--- config.mk ---
export PLATFORM = sky130hd
export DESIGN_NAME = paged_ptr_agu
export DESIGN_NICKNAME = d
export VERILOG_FILES = /design/src/rtl/ppa_pkg.sv /design/src/rtl/ppa_rst_sync.sv /design/src/rtl/ppa_page_add.sv /design/src/rtl/ppa_ptr_file.sv /design/src/rtl/paged_ptr_agu.sv
export SDC_FILE = /design/constraint.sdc
export NUM_CORES = 1
export LEC_CHECK = 0
export ABC_CLOCK_PERIOD_IN_PS = 3500
export BUFFER_PORTS_ARGS = -buffer_cell sky130_fd_sc_hd__buf_2
export CAP_MARGIN = 0
export CORE_ASPECT_RATIO = 1.4
export CORE_MARGIN = 2
export CORE_UTILIZATION = 62
export DETAILED_ROUTE_END_ITERATION = 6
export HOLD_SLACK_MARGIN = 0.08
export PLACE_DENSITY = 0.8
export SLEW_MARGIN = 25
export SYNTH_ARGS = -nofsm -noshare
export SYNTH_HDL_FRONTEND = slang
export SYNTH_SLANG_ARGS = --single-unit
--- constraint.sdc ---
create_clock -name clk -period 3.5 [get_ports clk]
set_clock_uncertainty 0.05 [all_clocks]
set_input_delay 0 -clock clk [delete_from_list [all_inputs] [get_ports clk]]
set_output_delay 0 -clock clk [all_outputs]
set_load 0.01 [all_outputs]
--- src/rtl/ppa_pkg.sv ---
package ppa_pkg;
  localparam int unsigned OP_W = 3;

  localparam logic [OP_W-1:0] OP_IDLE  = 3'd0;
  localparam logic [OP_W-1:0] OP_FETCH = 3'd1;
  localparam logic [OP_W-1:0] OP_REL   = 3'd2;
  localparam logic [OP_W-1:0] OP_AUTO  = 3'd3;
  localparam logic [OP_W-1:0] OP_SWAP  = 3'd4;
  localparam logic [OP_W-1:0] OP_LDLO  = 3'd5;
  localparam logic [OP_W-1:0] OP_LDHI  = 3'd6;
endpackage

--- src/rtl/ppa_rst_sync.sv ---
// Asserts reset at once, removes it after two clock edges.
module ppa_rst_sync (
  input  logic clk,
  input  logic arst_n,
  output logic srst_n
);
  logic [1:0] sync_q;

  always_ff @(posedge clk or negedge arst_n) begin
    if (!arst_n) sync_q <= 2'b00;
    else         sync_q <= {sync_q[0], 1'b1};
  end

  assign srst_n = sync_q[1];
endmodule

--- src/rtl/ppa_page_add.sv ---
// Adds a sign-extended byte to the in-page part of an address.
// The page number bits pass straight through.
module ppa_page_add #(
  parameter int unsigned AW = 16,
  parameter int unsigned PW = 12,
  parameter int unsigned DW = 8
) (
  input  logic [AW-1:0] base_i,
  input  logic [DW-1:0] off_i,
  output logic [AW-1:0] sum_o
);
  localparam int unsigned EXT_W = PW - DW;

  logic [PW-1:0] off_ext;
  logic [PW-1:0] low_sum;

  assign off_ext = {{EXT_W{off_i[DW-1]}}, off_i};
  assign low_sum = base_i[PW-1:0] + off_ext;
  assign sum_o   = {base_i[AW-1:PW], low_sum};
endmodule

--- src/rtl/ppa_ptr_file.sv ---
// Register file: entry 0 is the program counter, the others are pointers.
module ppa_ptr_file #(
  parameter int unsigned AW   = 16,
  parameter int unsigned NPTR = 4
) (
  input  logic                     clk,
  input  logic                     rst_n,
  input  logic [NPTR-1:0]          wen_i,
  input  logic [NPTR-1:0][AW-1:0]  wdata_i,
  output logic [NPTR-1:0][AW-1:0]  regs_o
);
  for (genvar g = 0; g < NPTR; g++) begin : g_entry
    logic [AW-1:0] val_q;

    always_ff @(posedge clk or negedge rst_n) begin
      if (!rst_n)        val_q <= '0;
      else if (wen_i[g]) val_q <= wdata_i[g];
    end

    assign regs_o[g] = val_q;
  end
endmodule

--- src/rtl/paged_ptr_agu.sv ---
module paged_ptr_agu #(
  parameter int unsigned AW        = 16,
  parameter int unsigned PAGE_BITS = 12,
  parameter int unsigned DW        = 8,
  parameter int unsigned NPTR      = 4
) (
  input  logic                      clk,
  input  logic                      rst_n,
  input  logic [2:0]                op_i,
  input  logic [$clog2(NPTR)-1:0]   ptr_sel_i,
  input  logic [DW-1:0]             disp_i,
  input  logic [DW-1:0]             data_i,
  output logic [AW-1:0]             addr_o,
  output logic                      addr_vld_o
);
  import ppa_pkg::*;

  localparam int unsigned SEL_W = $clog2(NPTR);
  localparam int unsigned HI_W  = AW - DW;

  logic                     srst_n;
  logic [NPTR-1:0][AW-1:0]  regs;
  logic [NPTR-1:0]          wen;
  logic [NPTR-1:0][AW-1:0]  wdata;
  logic [AW-1:0]            pc;
  logic [AW-1:0]            base;
  logic [AW-1:0]            pc_inc;
  logic [AW-1:0]            rel_sum;
  logic                     sel_is_pc;
  logic                     off_neg;
  logic [AW-1:0]            addr_q, addr_d;
  logic                     vld_q, vld_d;

  ppa_rst_sync i_rst_sync (
    .clk    (clk),
    .arst_n (rst_n),
    .srst_n (srst_n)
  );

  ppa_ptr_file #(.AW(AW), .NPTR(NPTR)) i_ptr_file (
    .clk     (clk),
    .rst_n   (srst_n),
    .wen_i   (wen),
    .wdata_i (wdata),
    .regs_o  (regs)
  );

  assign pc        = regs[0];
  assign base      = regs[ptr_sel_i];
  assign sel_is_pc = (ptr_sel_i == SEL_W'(0));
  assign off_neg   = disp_i[DW-1];

  ppa_page_add #(.AW(AW), .PW(PAGE_BITS), .DW(DW)) i_pc_step (
    .base_i (pc),
    .off_i  (DW'(1)),
    .sum_o  (pc_inc)
  );

  ppa_page_add #(.AW(AW), .PW(PAGE_BITS), .DW(DW)) i_rel_add (
    .base_i (base),
    .off_i  (disp_i),
    .sum_o  (rel_sum)
  );

  // Next-state decisions for the register file and the output stage.
  always_comb begin
    wen    = '0;
    wdata  = regs;
    addr_d = addr_q;
    vld_d  = 1'b0;
    case (op_i)
      OP_FETCH: begin
        wen[0]   = 1'b1;
        wdata[0] = pc_inc;
        addr_d   = pc_inc;
        vld_d    = 1'b1;
      end
      OP_REL: begin
        addr_d = rel_sum;
        vld_d  = 1'b1;
      end
      OP_AUTO: begin
        vld_d = 1'b1;
        if (sel_is_pc) begin
          addr_d = rel_sum;
        end else begin
          wen[ptr_sel_i]   = 1'b1;
          wdata[ptr_sel_i] = rel_sum;
          addr_d           = off_neg ? rel_sum : base;
        end
      end
      OP_SWAP: begin
        if (!sel_is_pc) begin
          wen[0]           = 1'b1;
          wen[ptr_sel_i]   = 1'b1;
          wdata[0]         = base;
          wdata[ptr_sel_i] = pc;
        end
      end
      OP_LDLO: begin
        wen[ptr_sel_i]   = 1'b1;
        wdata[ptr_sel_i] = {base[AW-1:DW], data_i};
      end
      OP_LDHI: begin
        wen[ptr_sel_i]   = 1'b1;
        wdata[ptr_sel_i] = {data_i, base[HI_W-1:0]};
      end
      default: begin
        vld_d = 1'b0;
      end
    endcase
  end

  always_ff @(posedge clk or negedge srst_n) begin
    if (!srst_n) begin
      addr_q <= '0;
      vld_q  <= 1'b0;
    end else begin
      addr_q <= addr_d;
      vld_q  <= vld_d;
    end
  end

  assign addr_o     = addr_q;
  assign addr_vld_o = vld_q;
endmodule

==> impl_metrics.csv, run 1 <==
group,metric,value,unit
outcome,outcome,"finished clean",
worst_setup_path,startpoint_type,"flip-flop",
clocking,htree_levels,3,
hold_path,hold_end,"i_ptr_file.g_entry[0].val_q[3]$_DFFE_PN0P_",
place,place_ws,230,ps
timing,finalCritPeriodShare,93.1,%
timing,setup_ws,240,ps
hold_path,hold_depth,5,
clocking,clockRootBuffer,"clkbuf_16",
cells_and_area,final_common_cell,"nand2_1",
clocking,cts.clk_slew.worst_paths,70,ps
place,place.port_buffers,39,
route,drc,0,
yosys,syn_nets,721,
cells_and_area,nFillCells,728,
timing,rsz0062_at_grt,"false",
cells_and_area,final_cells,830,
yosys,seq_area_frac_synth,36.0,%
global_routing,grt_pass1_vias,5539,
global_routing,grt_pass1_wl,29600,µm
global_routing,grt_antenna_before_repair,0,
cells_and_area,multi_input_area,0.00346,mm²
global_routing,grt_max_degree,82,
route,wire_per_inst,22.5,µm
route,drt-initial-drc-count,778,
pwr,p_leak,2.70,nW
yosys,synth_edf_count,0,
cells_and_area,syn2layout_area_growth,11.8,%
timing,max_slew_margin,48.2,%
worst_setup_path,endpoint_kind,"flip-flop",
hold_path,holdCritPathClass,"input pin to flip-flop",
floorplan,core-area,0.00903,mm²
pwr,power_density,720,mW/mm²
clocking,cts_buffers,9,
worst_setup_path,crit_fanout,8,
cells_and_area,layout.nets,754,
timing,finalCriticalPeriod,3260,ps
cells_and_area,drive_gt1_share,15.5,%
floorplan,dieArea,0.0101,mm²
run,timing.max_cap.violations,0,
pwr,ir_worst_vdd,478,µV
worst_setup_path,r2r-start,"i_ptr_file.g_entry[0].val_q[0]$_DFFE_PN0P_",
timing,hold_ws,165,ps
yosys,syn_area_per_cell,8.42,µm²
cells_and_area,n_antenna_cell,0,
cells_and_area,final_cell_mix,"nand2_1 (105), dfrtp_1 (82), a21oi_1 (72), o21ai_0 (65), nor2_1 (62)",
worst_setup_path,r2r_slack,240,ps
floorplan,die_y,118,µm
timing,maxSlewViolCount,0,
worst_setup_path,reg2reg_depth,10,
timing,hold_viol,0,
floorplan,ios,40,
place,place.gp.congestion,0.992,
route,viasPerCell,6.98,
timing,max_freq,307,MHz
worst_setup_path,critPathArrivalTime,3390,ps
worst_setup_path,critPathRequiredTime,3630,ps
floorplan,fp-row-count,41,
route,routed_wl,18600,µm
cells_and_area,regArea,0.00208,mm²
yosys,syn-instance-count,685,
global_routing,grt_overflow,0,
yosys,synth_seq_cells,83,
route,drt-pass1-iter-count,5,
clocking,clk_latency,340,ps
floorplan,start_util,63.9,%
yosys,synth_cell_types,66,
clocking,cts_setup_buffers,0,
clocking,clockBufferDepth,2,
yosys,async_flop_share,100,%
timing,worstMarginPinSlew,776,ps
clocking,tritoncts,"done",
timing,setup_tns,0,ps
yosys,netlist_area,0.00577,mm²
yosys,yosysWarnings,0,
yosys,synth_ff_type,"dfrtp_1",
timing,setup_viol,0,
place,placed_cells,807,
floorplan,dieWidth,85.5,µm
clocking,cts.sinks,83,
hold_path,holdCritStartpoint,"data_i[3]",
place,dp_hpwl,13200,µm
route,num_vias,5791,
global_routing,grtUsageTotal,37.9,%
worst_setup_path,path_class,"flip-flop to flip-flop",
route,ant_nets,0,
worst max path at each step:
stage,startpoint,end,slack [ps],cells after the start
after floorplan,i_ptr_file.g_entry[0].val_q[0]$_DFFE_PN0P_,addr_o[10]$_DFFE_PN0P_,580,10
after global placement,i_ptr_file.g_entry[0].val_q[0]$_DFFE_PN0P_,addr_o[10]$_DFFE_PN0P_,290,10
after detailed placement,i_ptr_file.g_entry[0].val_q[0]$_DFFE_PN0P_,addr_o[10]$_DFFE_PN0P_,230,10
after CTS,i_ptr_file.g_entry[0].val_q[0]$_DFFE_PN0P_,addr_o[10]$_DFFE_PN0P_,200,10
after global routing,i_ptr_file.g_entry[0].val_q[0]$_DFFE_PN0P_,addr_o[10]$_DFFE_PN0P_,20,10
final,i_ptr_file.g_entry[0].val_q[0]$_DFFE_PN0P_,flip-flop,240,10
worst max-delay path, cell delays in order (launching register included):
cell,delay (ps)
dfrtp_1,460
mux4_2,550
ha_1,240
fa_1,460
a211oi_1,270
o21bai_1,170
nor2_2,170
o31ai_1,110
xor2_1,200
a32oi_1,270
o21ai_0,150
timing repair:
action                                  4_1_cts  5_1_grt
endpoints found under the setup margin        0        5
hold buffers                                  6        0
gates resized for setup                       0        1
endpoints found under the hold margin         6        0
cell usage after synthesis (all sizes together) (3+ instances only):
cell type,count,area (µm²)
a211oi,6,45.0
a21boi,3,22.5
a21o,8,60.1
a21oi,72,360
a221o,4,40.0
a221oi,4,35.0
a222oi,6,60.1
a22oi,9,72.6
a31oi,7,43.8
a32oi,5,43.8
a41oi,3,26.3
and2,6,37.5
and3,3,18.8
buf,23,129
clkbuf,24,90.1
dfrtp,83,2080
ha,12,150
inv,5,18.8
mux2,6,71.3
mux2i,11,110
mux4,15,338
nand2,106,400
nand2b,7,43.8
nand3,15,75.1
nand4,3,18.8
nor2,65,254
nor2b,10,62.6
nor3,9,45.0
o21a,3,22.5
o21ai,82,414
o221ai,4,35.0
o22a,4,35.0
o22ai,12,75.1
o31ai,6,45.0
xnor2,15,139
xor2,8,70.1
cell type report:
type | count | area share, %
Tap cell | 107 | 2.08
Multi-Input combinational cell | 550 | 53.6
Sequential cell | 83 | 32.3
Clock buffer | 9 | 3.49
Inverter | 5 | 0.291
Clock inverter | 7 | 1.18
Timing Repair Buffer | 69 | 7.06
routing by layer:
metal	up-vias	global-route usage, %	wire, µm
li1	2586	-	-
met1	2715	47.6	7080
met2	399	60.1	8810
met3	91	7.68	1690
met4	0	21.7	1060
met5	-	0	0
where the power goes:
group / switching [mW] / leakage, nW / internal (mW)
Sequential: 0.260 / 1.00 / 1.29
Combinational: 1.24 / 1.56 / 0.880
Clock: 0.417 / 0.142 / 0.558
Total: 1.91 / 2.70 / 2.73
cell families after synthesis:
kind of cell	share of synthesized area, %
and+or+nand+nor	17.3
other	0.0650
muxes	9.00
buffers and inverters	4.12
AOI/OAI and AO/OA	27.0
DFF	36.0
adders and majority gates	2.95
xor gates and xnor gates	3.62
metrics by stage:
stage | power (mW) | utilization [%] | instance area (µm²)
2_1_floorplan | 2.99 | - | 5770
3_3_place_gp | 3.51 | 67.1 | 6060
3_5_place_dp | 3.59 | 67.1 | 6060
4_1_cts | 4.58 | 71.1 | 6420
5_1_grt | 4.92 | 71.4 | 6450
6_report | 4.65 | 71.4 | 6450
Note: power is estimated with default switching activity, not from simulation.
==> inputs of run 2 (changes only) <==
--- a/config.mk
+++ b/config.mk
@@ -8,12 +8,12 @@
 export ABC_CLOCK_PERIOD_IN_PS = 3500
 export BUFFER_PORTS_ARGS = -buffer_cell sky130_fd_sc_hd__buf_2
 export CAP_MARGIN = 0
-export CORE_ASPECT_RATIO = 1.4
-export CORE_MARGIN = 2
+export CORE_MARGIN = 4
 export CORE_UTILIZATION = 62
 export DETAILED_ROUTE_END_ITERATION = 6
 export HOLD_SLACK_MARGIN = 0.08
 export PLACE_DENSITY = 0.8
+export REMOVE_ABC_BUFFERS = 1
 export SLEW_MARGIN = 25
 export SYNTH_ARGS = -nofsm -noshare
 export SYNTH_HDL_FRONTEND = slang
==> impl_metrics.csv, run 2 (same netlist as run 1, synthesis figures left out) <==
group,metric,value,unit
outcome,outcome,"finished clean",
timing,worstMarginPinSlew,787,ps
place,place_ws,245,ps
hold_path,holdCritStartpoint,"op_i[1]",
worst_setup_path,endpoint_kind,"flip-flop",
cells_and_area,fin_util,71.7,%
worst_setup_path,startpoint_type,"flip-flop",
cells_and_area,drive_gt1_share,15.2,%
place,place.gp.congestion,0.995,
floorplan,dieWidth,104,µm
hold_path,holdCritPathClass,"input pin to flip-flop",
floorplan,start_util,64.9,%
global_routing,grt_overflow,0,
pwr,power_density,700,mW/mm²
route,drt-met1-wl,7300,µm
route,drt-initial-drc-count,736,
timing,finalCriticalPeriod,3270,ps
pwr,power,4.46,mW
floorplan,dieArea,0.0109,mm²
run,timing.max_cap.violations,0,
timing,finalCritPeriodShare,93.6,%
global_routing,grt_antenna_before_repair,1,
worst_setup_path,critPathRequiredTime,3690,ps
cells_and_area,final_common_cell,"nand2_1",
clocking,cts_setup_buffers,0,
cells_and_area,multi_input_area,0.00346,mm²
timing,rsz0062_at_grt,"false",
timing,setup_tns,0,ps
global_routing,grt_pass1_wl,29200,µm
clocking,cts_buffers,9,
worst_setup_path,path_class,"flip-flop to flip-flop",
route,viasPerCell,7.03,
place,dp_hpwl,13200,µm
hold_path,hold_depth,3,
floorplan,ios,40,
clocking,cts.clk_slew.worst_paths,90,ps
worst_setup_path,r2r_slack,230,ps
clocking,clockBufferDepth,2,
hold_path,hold_end,"addr_o[12]$_DFFE_PN0P_",
clocking,htree_levels,3,
pwr,ir_worst_vdd,314,µV
timing,setup_ws,225,ps
timing,setup_viol,0,
clocking,cts.sinks,83,
floorplan,fp-row-count,34,
worst_setup_path,r2r-end,"addr_o[10]$_DFFE_PN0P_",
place,place.port_buffers,39,
route,met3WireLength,2240,µm
route,num_vias,5843,
route,drc,0,
cells_and_area,nFillCells,709,
worst_setup_path,cp_cell_sequence,"mux4_2 -> ha_1 -> fa_1 -> a211oi_2 -> o21bai_1 -> nor2_1 -> o31ai_1 -> xor2_1 -> a222oi_1 -> o21ai_1",
route,ant_nets,0,
pwr,p_leak,2.67,nW
timing,hold_viol,0,
cells_and_area,regArea,0.00208,mm²
worst_setup_path,worst_path_max_delay_cell,"mux4_2",
route,top_layer,"met5",
worst_setup_path,reg2reg_depth,10,
timing,max_freq,305,MHz
global_routing,grt_pass1_vias,5537,
worst_setup_path,crit_fanout,8,
worst_setup_path,r2r-start,"i_ptr_file.g_entry[0].val_q[0]$_DFFE_PN0P_",
floorplan,die_y,104,µm
cells_and_area,syn2layout_area_growth,10.5,%
clocking,tritoncts,"done",
timing,max_slew_margin,47.4,%
clocking,clockRootBuffer,"clkbuf_8",
global_routing,grtUsageTotal,33.8,%
route,met2_wirelength,8440,µm
cells_and_area,n_antenna_cell,0,
timing,maxSlewViolCount,0,
worst_setup_path,crit_path_max_incr_delay,550,ps
global_routing,grt_max_degree,82,
cells_and_area,final_cell_mix,"nand2_1 (105), dfrtp_1 (82), a21oi_1 (72), o21ai_0 (65), nor2_1 (63)",
clocking,clk_latency,360,ps
cells_and_area,layout.nets,755,
route,wire_per_inst,22.4,µm
worst_setup_path,critPathArrivalTime,3470,ps
floorplan,core-area,0.00889,mm²
route,drt-pass1-iter-count,6,
route,routed_wl,18600,µm
## run 2: cell count changes in the layout (fill, tap and decap cells not counted), sizes merged
cell / delta
clkinvlp: -2
bufinv: +1
clkbuf: +2
dlygate4sd3: +1
clkinv: -1
inv: -1
## run 2: worst max path at each step
stage / startpoint / to / slack (ps) / cells past startpoint
floorplan: i_ptr_file.g_entry[0].val_q[0]$_DFFE_PN0P_ / addr_o[10]$_DFFE_PN0P_ / 580 / 10
detailed placement: i_ptr_file.g_entry[0].val_q[0]$_DFFE_PN0P_ / addr_o[10]$_DFFE_PN0P_ / 240 / 10
global placement: i_ptr_file.g_entry[0].val_q[0]$_DFFE_PN0P_ / addr_o[10]$_DFFE_PN0P_ / 320 / 10
finish: i_ptr_file.g_entry[0].val_q[0]$_DFFE_PN0P_ / addr_o[10]$_DFFE_PN0P_ / 230 / 10
global route: i_ptr_file.g_entry[0].val_q[0]$_DFFE_PN0P_ / addr_o[10]$_DFFE_PN0P_ / 60 / 10
CTS: i_ptr_file.g_entry[0].val_q[0]$_DFFE_PN0P_ / addr_o[10]$_DFFE_PN0P_ / 200 / 10
## run 2: critical path, delay by kind of cell, from the launching register on
kind / cells / cell delay (ps)
xor gates and xnor gates: 1 / 200
AOI/OAI and AO/OA: 5 / 980
DFF: 1 / 470
muxes: 1 / 550
adders and majority gates: 2 / 720
and+or+nand+nor: 1 / 200
## run 2: what timing repair did
| item | CTS | global route |
|---|---|---|
| setup endpoints to repair | 0 | 1 |
| endpoints found under the hold margin | 10 | 0 |
| hold buffers | 7 | 0 |
| gates resized for setup | 0 | 1 |
## run 2: where the power goes
group          internal (mW)  switching (mW)
registers               1.29           0.275
clock network          0.420           0.358
logic                  0.873            1.25
total                   2.58            1.88
## run 2: stage by stage
stage	cells	hold slack (ps)	cell area, µm²
final	831	125	6380
after global placement	808	-266	6060
after floorplan	638	-346	5550
after global routing	831	133	6380
after detailed placement	808	-263	6060
after CTS	830	102	6340
## run 2: area by class of cell
type	count	share of cell area, %
clock buffer	11	2.22
clock inverter	4	1.16
tap	108	2.12
timing repair buffer	70	7.30
sequential	83	32.6
inverter	5	0.294
multi-input combinational	550	54.3
## run 2: routing by layer
layer / GRT usage (%) / up-vias
li1: - / 2589
met1: 43.8 / 2760
met2: 52.9 / 414
met3: 9.62 / 78
met4: 15.1 / 2
met5: 0 / -
